## src/rtl/tick_cmp_pkg.sv

```systemverilog
package tick_cmp_pkg;
  // Strobes from the control unit to the count/limit datapath
  typedef struct packed {
    logic loadCnt;
    logic loadLim;
    logic advance;
  } dpCmd_t;
endpackage

```

## src/rtl/tick_dp.sv

```systemverilog
module tick_dp
  import tick_cmp_pkg::*;
#(
  parameter int CNT_W   = 64,
  parameter int DIS_BIT = 63
) (
  input  logic             clk,
  input  logic             rstN,
  input  dpCmd_t           cmd,
  input  logic [CNT_W-1:0] wrData,
  input  logic             disabled,
  output logic [CNT_W-1:0] rdData,
  output logic             incHitsLim,
  output logic             wrLimPast,
  output logic             wrLimZero
);
  localparam logic [CNT_W-1:0] FLAG = {{(CNT_W-1){1'b0}}, 1'b1} << DIS_BIT;

  logic [CNT_W-1:0] count;
  logic [CNT_W-1:0] limit;
  logic [CNT_W-1:0] cntInc;
  logic [CNT_W-1:0] cntAfter;
  logic [CNT_W-1:0] wrVal;

  // Forcing the flag bit high lets the carry jump over it
  assign cntInc     = ((count | FLAG) + 1'b1) & ~FLAG;
  assign cntAfter   = cmd.advance ? cntInc : count;
  assign wrVal      = wrData & ~FLAG;
  assign wrLimPast  = (wrVal <= cntAfter);
  assign wrLimZero  = (wrVal == '0);
  assign incHitsLim = (cntInc == limit);
  assign rdData     = count | (disabled ? FLAG : '0);

  always_ff @(posedge clk) begin
    if (!rstN) begin
      count <= '0;
      limit <= '0;
    end else begin
      if (cmd.loadCnt)      count <= wrVal;
      else if (cmd.advance) count <= cntInc;
      if (cmd.loadLim)      limit <= wrVal;
    end
  end


  count_flag_clear_chk: assert property (@(posedge clk) disable iff (!rstN)
    !count[DIS_BIT]);

  count_hold_chk: assert property (@(posedge clk) disable iff (!rstN)
    (!cmd.loadCnt && !cmd.advance) |=> $stable(count));

  limit_hold_chk: assert property (@(posedge clk) disable iff (!rstN)
    !cmd.loadLim |=> $stable(limit));
endmodule

```

## src/rtl/tick_ctrl.sv

```systemverilog
module tick_ctrl
  import tick_cmp_pkg::*;
#(
  parameter int PRESCALE = 1
) (
  input  logic   clk,
  input  logic   rstN,
  input  logic   wrEn,
  input  logic   wrSel,
  input  logic   wrDis,
  input  logic   incHitsLim,
  input  logic   wrLimPast,
  input  logic   wrLimZero,
  output dpCmd_t cmd,
  output logic   disabled,
  output logic   hitPulse
);
  localparam int PW = (PRESCALE > 1) ? $clog2(PRESCALE) : 1;
  localparam logic [PW-1:0] LAST = PW'(PRESCALE - 1);

  logic [PW-1:0] preCnt;
  logic armed;
  logic late;
  logic wrCnt;
  logic wrLim;
  logic phaseEnd;
  logic advance;
  logic matchNow;

  assign wrCnt    = wrEn && !wrSel;
  assign wrLim    = wrEn && wrSel;
  assign phaseEnd = (preCnt == LAST);
  assign advance  = phaseEnd && !wrCnt;
  assign matchNow = advance && armed && !wrLim && (late || incHitsLim);

  always_comb begin
    cmd.loadCnt = wrCnt;
    cmd.loadLim = wrLim;
    cmd.advance = advance;
  end

  always_ff @(posedge clk) begin
    if (!rstN) begin
      preCnt   <= '0;
      disabled <= 1'b1;
      armed    <= 1'b0;
      late     <= 1'b0;
      hitPulse <= 1'b0;
    end else begin
      if (wrCnt || phaseEnd) preCnt <= '0;
      else                   preCnt <= preCnt + 1'b1;
      if (wrEn) disabled <= wrDis;
      if (wrLim) begin
        armed <= !wrDis && !wrLimZero;
        late  <= wrLimPast;
      end else if (matchNow) begin
        armed <= 1'b0;
        late  <= 1'b0;
      end
      hitPulse <= matchNow && !disabled;
    end
  end


  single_pulse_chk: assert property (@(posedge clk) disable iff (!rstN)
    hitPulse |=> !hitPulse);

  pulse_enabled_chk: assert property (@(posedge clk) disable iff (!rstN)
    hitPulse |-> !$past(disabled));

  zero_limit_chk: assert property (@(posedge clk) disable iff (!rstN)
    (wrLim && wrLimZero) |=> !armed);

  generate
    if (PRESCALE > 1) begin : g_gap

      advance_gap_chk: assert property (@(posedge clk) disable iff (!rstN)
        cmd.advance |=> !cmd.advance);
    end
  endgenerate
endmodule

```

## src/rtl/tick_cmp_timer.sv

```systemverilog
module tick_cmp_timer
  import tick_cmp_pkg::*;
#(
  parameter int CNT_W    = 64,
  parameter int DIS_BIT  = 63,
  parameter int PRESCALE = 1
) (
  input  logic             clk,
  input  logic             rstN,
  input  logic             wrEn,
  input  logic             wrSel,
  input  logic [CNT_W-1:0] wrData,
  output logic [CNT_W-1:0] rdData,
  output logic             softIntSet
);
  dpCmd_t cmd;
  logic disabled;
  logic incHitsLim;
  logic wrLimPast;
  logic wrLimZero;

  tick_ctrl #(.PRESCALE(PRESCALE)) u_ctrl (
    .clk(clk), .rstN(rstN), .wrEn(wrEn), .wrSel(wrSel),
    .wrDis(wrData[DIS_BIT]), .incHitsLim(incHitsLim),
    .wrLimPast(wrLimPast), .wrLimZero(wrLimZero),
    .cmd(cmd), .disabled(disabled), .hitPulse(softIntSet)
  );

  tick_dp #(.CNT_W(CNT_W), .DIS_BIT(DIS_BIT)) u_dp (
    .clk(clk), .rstN(rstN), .cmd(cmd), .wrData(wrData),
    .disabled(disabled), .rdData(rdData), .incHitsLim(incHitsLim),
    .wrLimPast(wrLimPast), .wrLimZero(wrLimZero)
  );
endmodule

```

## config.mk

```make
export PLATFORM = sky130hd
export DESIGN_NAME = tick_cmp_timer
export DESIGN_NICKNAME = d
export VERILOG_FILES = /design/src/rtl/tick_cmp_pkg.sv /design/src/rtl/tick_dp.sv /design/src/rtl/tick_ctrl.sv /design/src/rtl/tick_cmp_timer.sv
export SDC_FILE = /design/constraint.sdc
export NUM_CORES = 1
export LEC_CHECK = 0
export BUFFER_PORTS_ARGS = -buffer_cell sky130_fd_sc_hd__buf_2
export CAP_MARGIN = 30
export CORE_AREA = 2 2 212 214
export CTS_CLUSTER_SIZE = 10
export DETAILED_ROUTE_END_ITERATION = 10
export DIE_AREA = 0 0 214 216
export GPL_ROUTABILITY_DRIVEN = 1
export PLACE_DENSITY = 0.38
export SETUP_SLACK_MARGIN = 0.5
export SLEW_MARGIN = 10
export SYNTH_ARGS = -nofsm -noshare
export SYNTH_HDL_FRONTEND = slang
export SYNTH_HIERARCHICAL = 1
export SYNTH_SLANG_ARGS = --single-unit
```

## constraint.sdc

```tcl
create_clock -name clk -period 4.1 [get_ports clk]
set_clock_uncertainty 0.1 [all_clocks]
set_input_delay 0.205 -clock clk [delete_from_list [all_inputs] [get_ports clk]]
set_output_delay 0.205 -clock clk [all_outputs]
set_load 0.02 [all_outputs]
```

==> reports/results.ini, run 1 <==
[clock_tree]
tritoncts=done
root_buffer=clkbuf_16
cts_buffers=17
cts_max_level=4
clock-sinks=132
clock_latency_ns=0.45
clkTransAtPathRegs_ns=0.07
clk_path_buf_depth=2

[worst_setup_path]
r2r_slack_ns=-0.24
path_cells=ha_4 -> nand3_4 -> buf_6 -> or3_4 -> or4_4 -> nor3_4 -> nand4_1 -> xor2_1 -> ha_1 -> nand4_1 -> nor2_1 -> nand4_1 -> or3_4 -> or4_4 -> a31oi_4 -> o22ai_1 -> mux2i_1 -> o21ai_1
worstPathRequired_ns=4.33
path_depth=18
arrival_ns=4.57
start_kind=register
end_kind=register
cp_common_cell=nand4_1
slowest_delay_ns=0.53
cp_slowest_cell=or4_4
critical_path_class=reg -> reg
crit_path_max_fanout=3
regToRegEndpoint=u_ctrl/late$_SDFFE_PN0P_
path_buf_inv=1
r2r-start=u_dp/count[1]$_SDFF_PN0_
cp_top_family=simple AND/OR/NAND/NOR gates
reg2reg_depth=18
cp-endpoint=u_ctrl/late$_SDFFE_PN0P_
startpoint=u_dp/count[1]$_SDFF_PN0_

[yosys]
syn_avg_cell_area_sq_um=8.03
synth.net_count=1378
muxShareOfSynthArea=0.0703
synth.most_common_cell=nor2_1
synth_top_area_frac=0.264
yosys.area.top_type=dfxtp_1
synth_xor_area_frac=0.127
yosysUniqueCellTypes=71
synth_compound_area_frac=0.122
synthCells=1246
synth_edf_count=0
async_reset_ff_frac=0
synth_top_family_by_area=simple AND/OR/NAND/NOR gates
synthAdderAreaFrac=0.0800
yosys_warnings=6
synthSimpleGateAreaFrac=0.252
synthFlopType=dfxtp_1
synth-seq-cells=132
yosys-top-cells-count=nor2_1 (193), dfxtp_1 (132), xnor2_1 (86)
ys_seq_area_frac=0.264
synthTopCellsByArea=dfxtp_1 (26%), ha_1 (8.0%), xnor2_1 (7.5%), nor2_1 (7.2%), mux2i_1 (6.8%)
syn-cell-area_sq_um=10000

[placed_design]
hpwl_um=34300
place_ws_ns=-0.346
place_congestion=0.875
place.port_buffers=132
dp.cells=2003

[grt]
antenna_found_initial=0
grt_max_degree=78
grtUsageTotal=0.187
grt_pass1_vias=9860
grt_overflow=0
grt_first_pass_wirelength_um=63800

[status]
violations=setup timing
status=complete, but fails checks

[hold_path]
holdCritStartpoint=wrData[32]
min_delay_path_depth=3
hp-class=in -> reg

[finish]
final_nets=1625
drive_gt1_frac=0.258
final_cells=2098
antenna_cells=0
area_growth_pct=33.5
fillerInstances=4696

[sta]
relSlewSlack=0.341
setup_slack_ns=-0.244
fin_crit_sh=1.06
setup_viol_count_final=1
min_period_ns=4.34
holdWs_ns=0.0229
rsz0062_at_grt=true
hold_viol=0
fmax_ghz=0.230
slew_violations=0
fin_tns_setup_ns=-0.244
worstMarginPinSlew_ns=0.979

[route]
drtIter0Drc=697
wirelength_um=42900
avgRoutedWirePerCell_um=20.4
viasPerCell=4.71
drtAntennaViolNets=0
num_vias=9874
first_pass_iters=7
drcViolationCount=0

[floorplan]
die_w_um=214
core_sq_um=43800
initial_core_util=0.228
io_pins=133
die_area_sq_um=46200
fp.dieH_um=216
rows=77

[pwr]
cellPowerDensity_nw_per_um2=291
switching_power_w=0.00127
p_leak_nw=5.40
ir_worst_vdd_mv=0.163
p_comb_frac=0.250
p_int_w=0.00262
seq_power_share=0.361
swShare=0.327
p_clk_frac=0.389
power_w=0.00389

[flow_run]
maxCapViolCount=0

==> power groups by stage <==
stage               combinational (W)  clock, W  sequential, W
finish                       0.000972   0.00151        0.00141
global route                  0.00106   0.00160        0.00141
CTS                          0.000976   0.00155        0.00141
detailed placement           0.000921         0        0.00143
global placement             0.000923         0        0.00143
floorplan                    0.000566         0        0.00144
==> cells by family after synthesis <==
| group | Yosys count |
|---|---|
| buf+inv | 151 |
| mux | 70 |
| other cells | 1 |
| flops | 132 |
| xor+xnor | 145 |
| compound gates | 180 |
| fa+ha+maj | 64 |
| simple gates | 503 |
==> through the flow <==
step	area (sq um)	utilization
2_1_floorplan	10100	-
3_3_place_gp	12000	0.274
3_5_place_dp	12000	0.274
4_1_cts	13200	0.302
5_1_grt	13400	0.305
6_report	13400	0.305
==> worst min-delay path by stage <==
stage,to,slack (ns)
after global placement,u_ctrl/hitPulse$_SDFF_PN0_,0.34
after detailed placement,u_ctrl/hitPulse$_SDFF_PN0_,0.34
after floorplan,u_ctrl/disabled$_SDFFE_PN1P_,0.17
after CTS,u_dp/count[2]$_SDFF_PN0_,0.002
after global routing,u_dp/count[2]$_SDFF_PN0_,0.02
final,u_dp/count[32]$_SDFF_PN0_,0.02
==> worst min-delay path: stages <==
cell	delay (ns)
buf_2	0.17
a21oi_1	0.08
nor2_1	0.08
==> per-layer routing <==
layer	vias up	track usage	part of all wire
met5	-	0	0
met4	0	0.0576	0.023
met3	38	0.0357	0.038
met2	204	0.309	0.47
met1	4742	0.245	0.47
li1	4890	-	-
==> registers in the layout (all words and copies together) (netlist names) <==
signal and flops:
u_dp/count 64, u_ctrl/disabled 1, u_ctrl/armed 1, u_ctrl/hitPulse 1
u_dp/limit 63, u_ctrl/late 1, u_ctrl/preCnt 1
==> cells in the final DEF (no fill, tap or decap), drive strengths merged, types with 48 or more instances in the layout <==
cell and instances:
xnor2 86, mux2i 68, ha 64, xor2 59, dfxtp 132, nand4 59, buf 306, dlygate4sd3 59
nand2 68, nor4 48, nor2 193
==> layout make-up <==
class | instances | area (sq um) | area share
timing repair buffer | 365 | 2610 | 0.195
multi-input combinational | 963 | 6750 | 0.505
sequential | 132 | 2650 | 0.198
inverter | 14 | 55.1 | 0.00412
tap | 592 | 741 | 0.0554
clock inverter | 12 | 108 | 0.00805
clock buffer | 20 | 457 | 0.0342
==> timing repair <==
action | in CTS | in global routing
setup buffers | 0 | 4
hold buffers | 59 | 0
hold endpoints to repair | 110 | 0
gates resized for setup | 9 | 20
pin swaps | 6 | 16
endpoints found under the setup margin | 3 | 3
Power figures use the tool's default switching activity.
==> inputs of run 2 (changes only) <==
--- a/config.mk
+++ b/config.mk
@@ -5,9 +5,10 @@
 export SDC_FILE = /design/constraint.sdc
 export NUM_CORES = 1
 export LEC_CHECK = 0
-export BUFFER_PORTS_ARGS = -buffer_cell sky130_fd_sc_hd__buf_2
+export BUFFER_PORTS_ARGS = -buffer_cell sky130_fd_sc_hd__buf_4
 export CAP_MARGIN = 30
 export CORE_AREA = 2 2 212 214
+export CTS_CLUSTER_DIAMETER = 30
 export CTS_CLUSTER_SIZE = 10
 export DETAILED_ROUTE_END_ITERATION = 10
 export DIE_AREA = 0 0 214 216
@@ -19,3 +20,4 @@
 export SYNTH_HDL_FRONTEND = slang
 export SYNTH_HIERARCHICAL = 1
 export SYNTH_SLANG_ARGS = --single-unit
+export TNS_END_PERCENT = 1
==> reports/results.ini, run 2 (same netlist as run 1, synthesis figures left out) <==
[grt]
antenna_found_initial=0
grt_pass1_vias=9913
grt_max_degree=65
grt_first_pass_wirelength_um=63900
grtUsageTotal=0.186
grt_overflow=0

[sta]
worstMarginPinSlew_ns=0.946
hold_viol=0
fmax_ghz=0.236
rsz0062_at_grt=true
relSlewSlack=0.363
min_period_ns=4.24
setup_viol_count_final=1
setup_slack_ns=-0.139
fin_crit_sh=1.03
fin_tns_setup_ns=-0.139
slew_violations=0

[flow_run]
maxCapViolCount=0

[floorplan]
io_pins=133
rows=77
initial_core_util=0.228
die_area_sq_um=46200
core_sq_um=43800
fp.dieH_um=216
die_w_um=214

[finish]
largestRegisters=u_dp/count x64, u_dp/limit x63
drive_gt1_frac=0.257
final_nets=1635
area_growth_pct=38.7
layout.cells.most_common=buf_4
largest_register=u_dp/count
finalInstanceArea_sq_um=13900
fin_util=0.317
largest_register_ffs=64
final_cell_mix=buf_4 (299), nor2_1 (191), dfxtp_1 (127)
antenna_cells=0
final_cells=2108

[clock_tree]
clkTransAtPathRegs_ns=0.06
tritoncts=done
clock_latency_ns=0.45
clk_path_buf_depth=2
clock-sinks=132
cts_max_level=4
cts_buffers=17
root_buffer=clkbuf_16

[worst_setup_path]
crit_path_max_fanout=3
arrival_ns=4.48
worstPathRequired_ns=4.34
critical_path_class=reg -> reg
end_kind=register
start_kind=register

[placed_design]
place_ws_ns=-0.307
place.port_buffers=132
place_congestion=0.873
place_area_sq_um=12400
dp.cells=2006
hpwl_um=34800

[pwr]
ir_worst_vdd_mv=0.221
cellPowerDensity_nw_per_um2=305
p_leak_nw=5.54

[route]
drtIter0Drc=693
wl_met1_um=19600
drcViolationCount=0
wirelength_um=43300
first_pass_iters=5
drtAntennaViolNets=0
wl_met3_um=2100
avgRoutedWirePerCell_um=20.5
viasPerCell=4.71
num_vias=9922
wl_met2_um=20400
highest_layer=met4

[status]
violations=setup timing
status=complete, but fails checks

[hold_path]
hp-class=in -> reg

## run 2: critical path, cell delays in order, from the launching register on
cell and delay, ns:
dfxtp_4 0.36, ha_4 0.15, nand3_4 0.08, buf_6 0.12, or3_4 0.37, or4_4 0.46, nor3_4 0.21, nand4_1 0.13
xor2_1 0.17, ha_1 0.30, nand4_1 0.08, nor2_1 0.11, nand4_1 0.14, or3_1 0.35, or4_4 0.52, a31oi_1 0.16
o22ai_1 0.08, mux2i_1 0.14, o21ai_1 0.07
## run 2: cell type report
cell class              instances  area [sq um]
multi-input cells             963          6700
fillers                      4707         30000
clock inverters                13           229
clock buffers                  19           453
well taps                     592           741
flip-flops and latches        132          2650
repair buffers                375          3050
inverters                      14          55.1
## run 2: repair_timing
item                       in CTS  in global routing
resized for setup              14                 13
setup endpoints to repair       3                  3
pin swaps                      11                 12
hold buffers                   68                  0
hold endpoints to repair      129                  0
setup buffers                   1                  1
gates cloned                    0                  0
## run 2: worst paths after layout
check | from | to | slack, ns | cells after the start
hold reg to reg | u_ctrl/disabled$_SDFFE_PN1P_ | u_ctrl/hitPulse$_SDFF_PN0_ | 0.35 | 1
hold / removal | wrSel | u_ctrl/late$_SDFFE_PN0P_ | 0.004 | 3
setup reg to reg | u_dp/count[1]$_SDFF_PN0_ | u_ctrl/late$_SDFFE_PN0P_ | -0.14 | 18
setup / recovery | u_dp/count[1]$_SDFF_PN0_ | u_ctrl/late$_SDFFE_PN0P_ | -0.14 | 18
## run 2: metrics by stage
step / power [W] / hold WS, ns
floorplan: 0.00200 / 0.167
global placement: 0.00239 / 0.336
detailed placement: 0.00240 / 0.330
CTS: 0.00430 / -0.0179
global route: 0.00444 / 0.0120
finish: 0.00424 / 0.00389
## run 2: layer usage
metal | vias to the layer above | track usage
li1 | 4928 | -
met1 | 4700 | 0.240
met2 | 246 | 0.309
met3 | 48 | 0.0375
met4 | 0 | 0.0653
met5 | - | 0
## run 2: power by group
part	internal [W]	total (W)	leakage (nW)	switching, W
combinational	0.000450	0.00102	4.14	0.000568
sequential	0.00135	0.00141	1.09	0.0000546
clock	0.00117	0.00181	0.321	0.000642
total	0.00297	0.00424	5.54	0.00127
==> inputs of run 3 (changes only) <==
--- a/config.mk
+++ b/config.mk
@@ -12,12 +12,12 @@
 export CTS_CLUSTER_SIZE = 10
 export DETAILED_ROUTE_END_ITERATION = 10
 export DIE_AREA = 0 0 214 216
-export GPL_ROUTABILITY_DRIVEN = 1
+export GPL_ROUTABILITY_DRIVEN = 0
 export PLACE_DENSITY = 0.38
 export SETUP_SLACK_MARGIN = 0.5
+export SKIP_CTS_REPAIR_TIMING = 1
 export SLEW_MARGIN = 10
 export SYNTH_ARGS = -nofsm -noshare
 export SYNTH_HDL_FRONTEND = slang
 export SYNTH_HIERARCHICAL = 1
 export SYNTH_SLANG_ARGS = --single-unit
-export TNS_END_PERCENT = 1
==> reports/results.ini, run 3 (same netlist as run 1, synthesis figures left out) <==
[sta]
hold_viol=1
fmax_ghz=0.236
setup_viol_count_final=1
fin_tns_setup_ns=-0.134
min_period_ns=4.23
worstMarginPinSlew_ns=0.947
holdWs_ns=-0.00513
setup_slack_ns=-0.134
rsz0062_at_grt=true
fin_crit_sh=1.03
relSlewSlack=0.363
slew_violations=0

[floorplan]
core_sq_um=43800
io_pins=133
initial_core_util=0.228
fp.dieH_um=216
rows=77
die_w_um=214
die_area_sq_um=46200

[grt]
grt_first_pass_wirelength_um=62700
grtUsageTotal=0.184
antenna_found_initial=0
grt_pass1_vias=9611
grt_overflow=0
grt_max_degree=65

[route]
wirelength_um=43300
drtIter0Drc=739
first_pass_iters=5
num_vias=9965
avgRoutedWirePerCell_um=20.6
drtAntennaViolNets=0
viasPerCell=4.73
drcViolationCount=0

[pwr]
ir_worst_vdd_mv=0.221
power_w=0.00424
cellPowerDensity_nw_per_um2=305
p_leak_nw=5.54

[worst_setup_path]
arrival_ns=4.47
worstPathRequired_ns=4.34
crit_path_max_fanout=3
start_kind=register
critical_path_class=reg -> reg
end_kind=register

[finish]
drive_gt1_frac=0.261
antenna_cells=0
largest_register=u_dp/count
area_growth_pct=38.8
layout.cells.most_common=buf_4
final_nets=1634
largest_register_ffs=64
largestRegisters=u_dp/count x64, u_dp/limit x63
final_cell_mix=buf_4 (300), nor2_1 (190), dfxtp_1 (127)

[clock_tree]
cts_buffers=17
clock-sinks=132
clkTransAtPathRegs_ns=0.06
root_buffer=clkbuf_16
clk_path_buf_depth=2
clock_latency_ns=0.45
cts_max_level=4
tritoncts=done

[flow_run]
maxCapViolCount=0

[placed_design]
place_ws_ns=-0.307
place.port_buffers=132
hpwl_um=34800

[hold_path]
hp-class=in -> reg

[status]
violations=hold timing, setup timing
status=complete, but fails checks

## run 3: critical path, stage by stage, from the launching register on
cell,delay [ns]
dfxtp_4,0.36
ha_4,0.15
nand3_4,0.08
buf_6,0.13
or3_4,0.38
or4_4,0.46
nor3_4,0.22
nand4_1,0.13
xor2_1,0.17
ha_1,0.30
nand4_1,0.08
nor2_1,0.11
nand4_1,0.14
or3_1,0.35
or4_4,0.52
a31oi_1,0.15
o22ai_1,0.08
mux2i_1,0.14
o21ai_1,0.07
## run 3: power by group
group	internal, W	switching [W]
logic	0.000449	0.000568
registers	0.00135	0.0000548
clock network	0.00117	0.000643
total	0.00297	0.00127
## run 3: per-layer routing
layer  share of wire  vias up  GRT usage
li1                -     4921          -
met1            0.45     4733      0.236
met2            0.48      269      0.306
met3           0.045       42     0.0390
met4           0.024        0     0.0597
met5               0        -          0
## run 3: final timing paths
path / endpoint / cells past startpoint / startpoint / slack [ns]
worst max-delay path: u_ctrl/late$_SDFFE_PN0P_ / 18 / u_dp/count[1]$_SDFF_PN0_ / -0.13
worst min-delay path: u_ctrl/late$_SDFFE_PN0P_ / 3 / wrEn / -0.005
worst max register to register: u_ctrl/late$_SDFFE_PN0P_ / 18 / u_dp/count[1]$_SDFF_PN0_ / -0.13
worst min register to register: u_ctrl/hitPulse$_SDFF_PN0_ / 1 / u_ctrl/disabled$_SDFFE_PN1P_ / 0.37
## run 3: cell type report
type | instances | area [sq um]
multi-input cells | 963 | 6720
repair buffers | 374 | 3040
clock buffers | 19 | 453
fillers | 4709 | 29900
inverters | 14 | 55.1
flip-flops and latches | 132 | 2650
well taps | 592 | 741
clock inverters | 13 | 229
## run 3: per-stage QoR
| stage | instances | cell area [sq um] | hold slack [ns] | utilization |
|---|---|---|---|---|
| after global routing | 2107 | 13900 | 0.00492 | 0.317 |
| final | 2107 | 13900 | -0.00513 | 0.317 |
| after floorplan | 1246 | 10100 | 0.167 | - |
| after detailed placement | 2006 | 12400 | 0.330 | 0.282 |
| after CTS | 2038 | 13100 | -0.139 | 0.298 |
| after global placement | 2004 | 12300 | 0.336 | 0.281 |
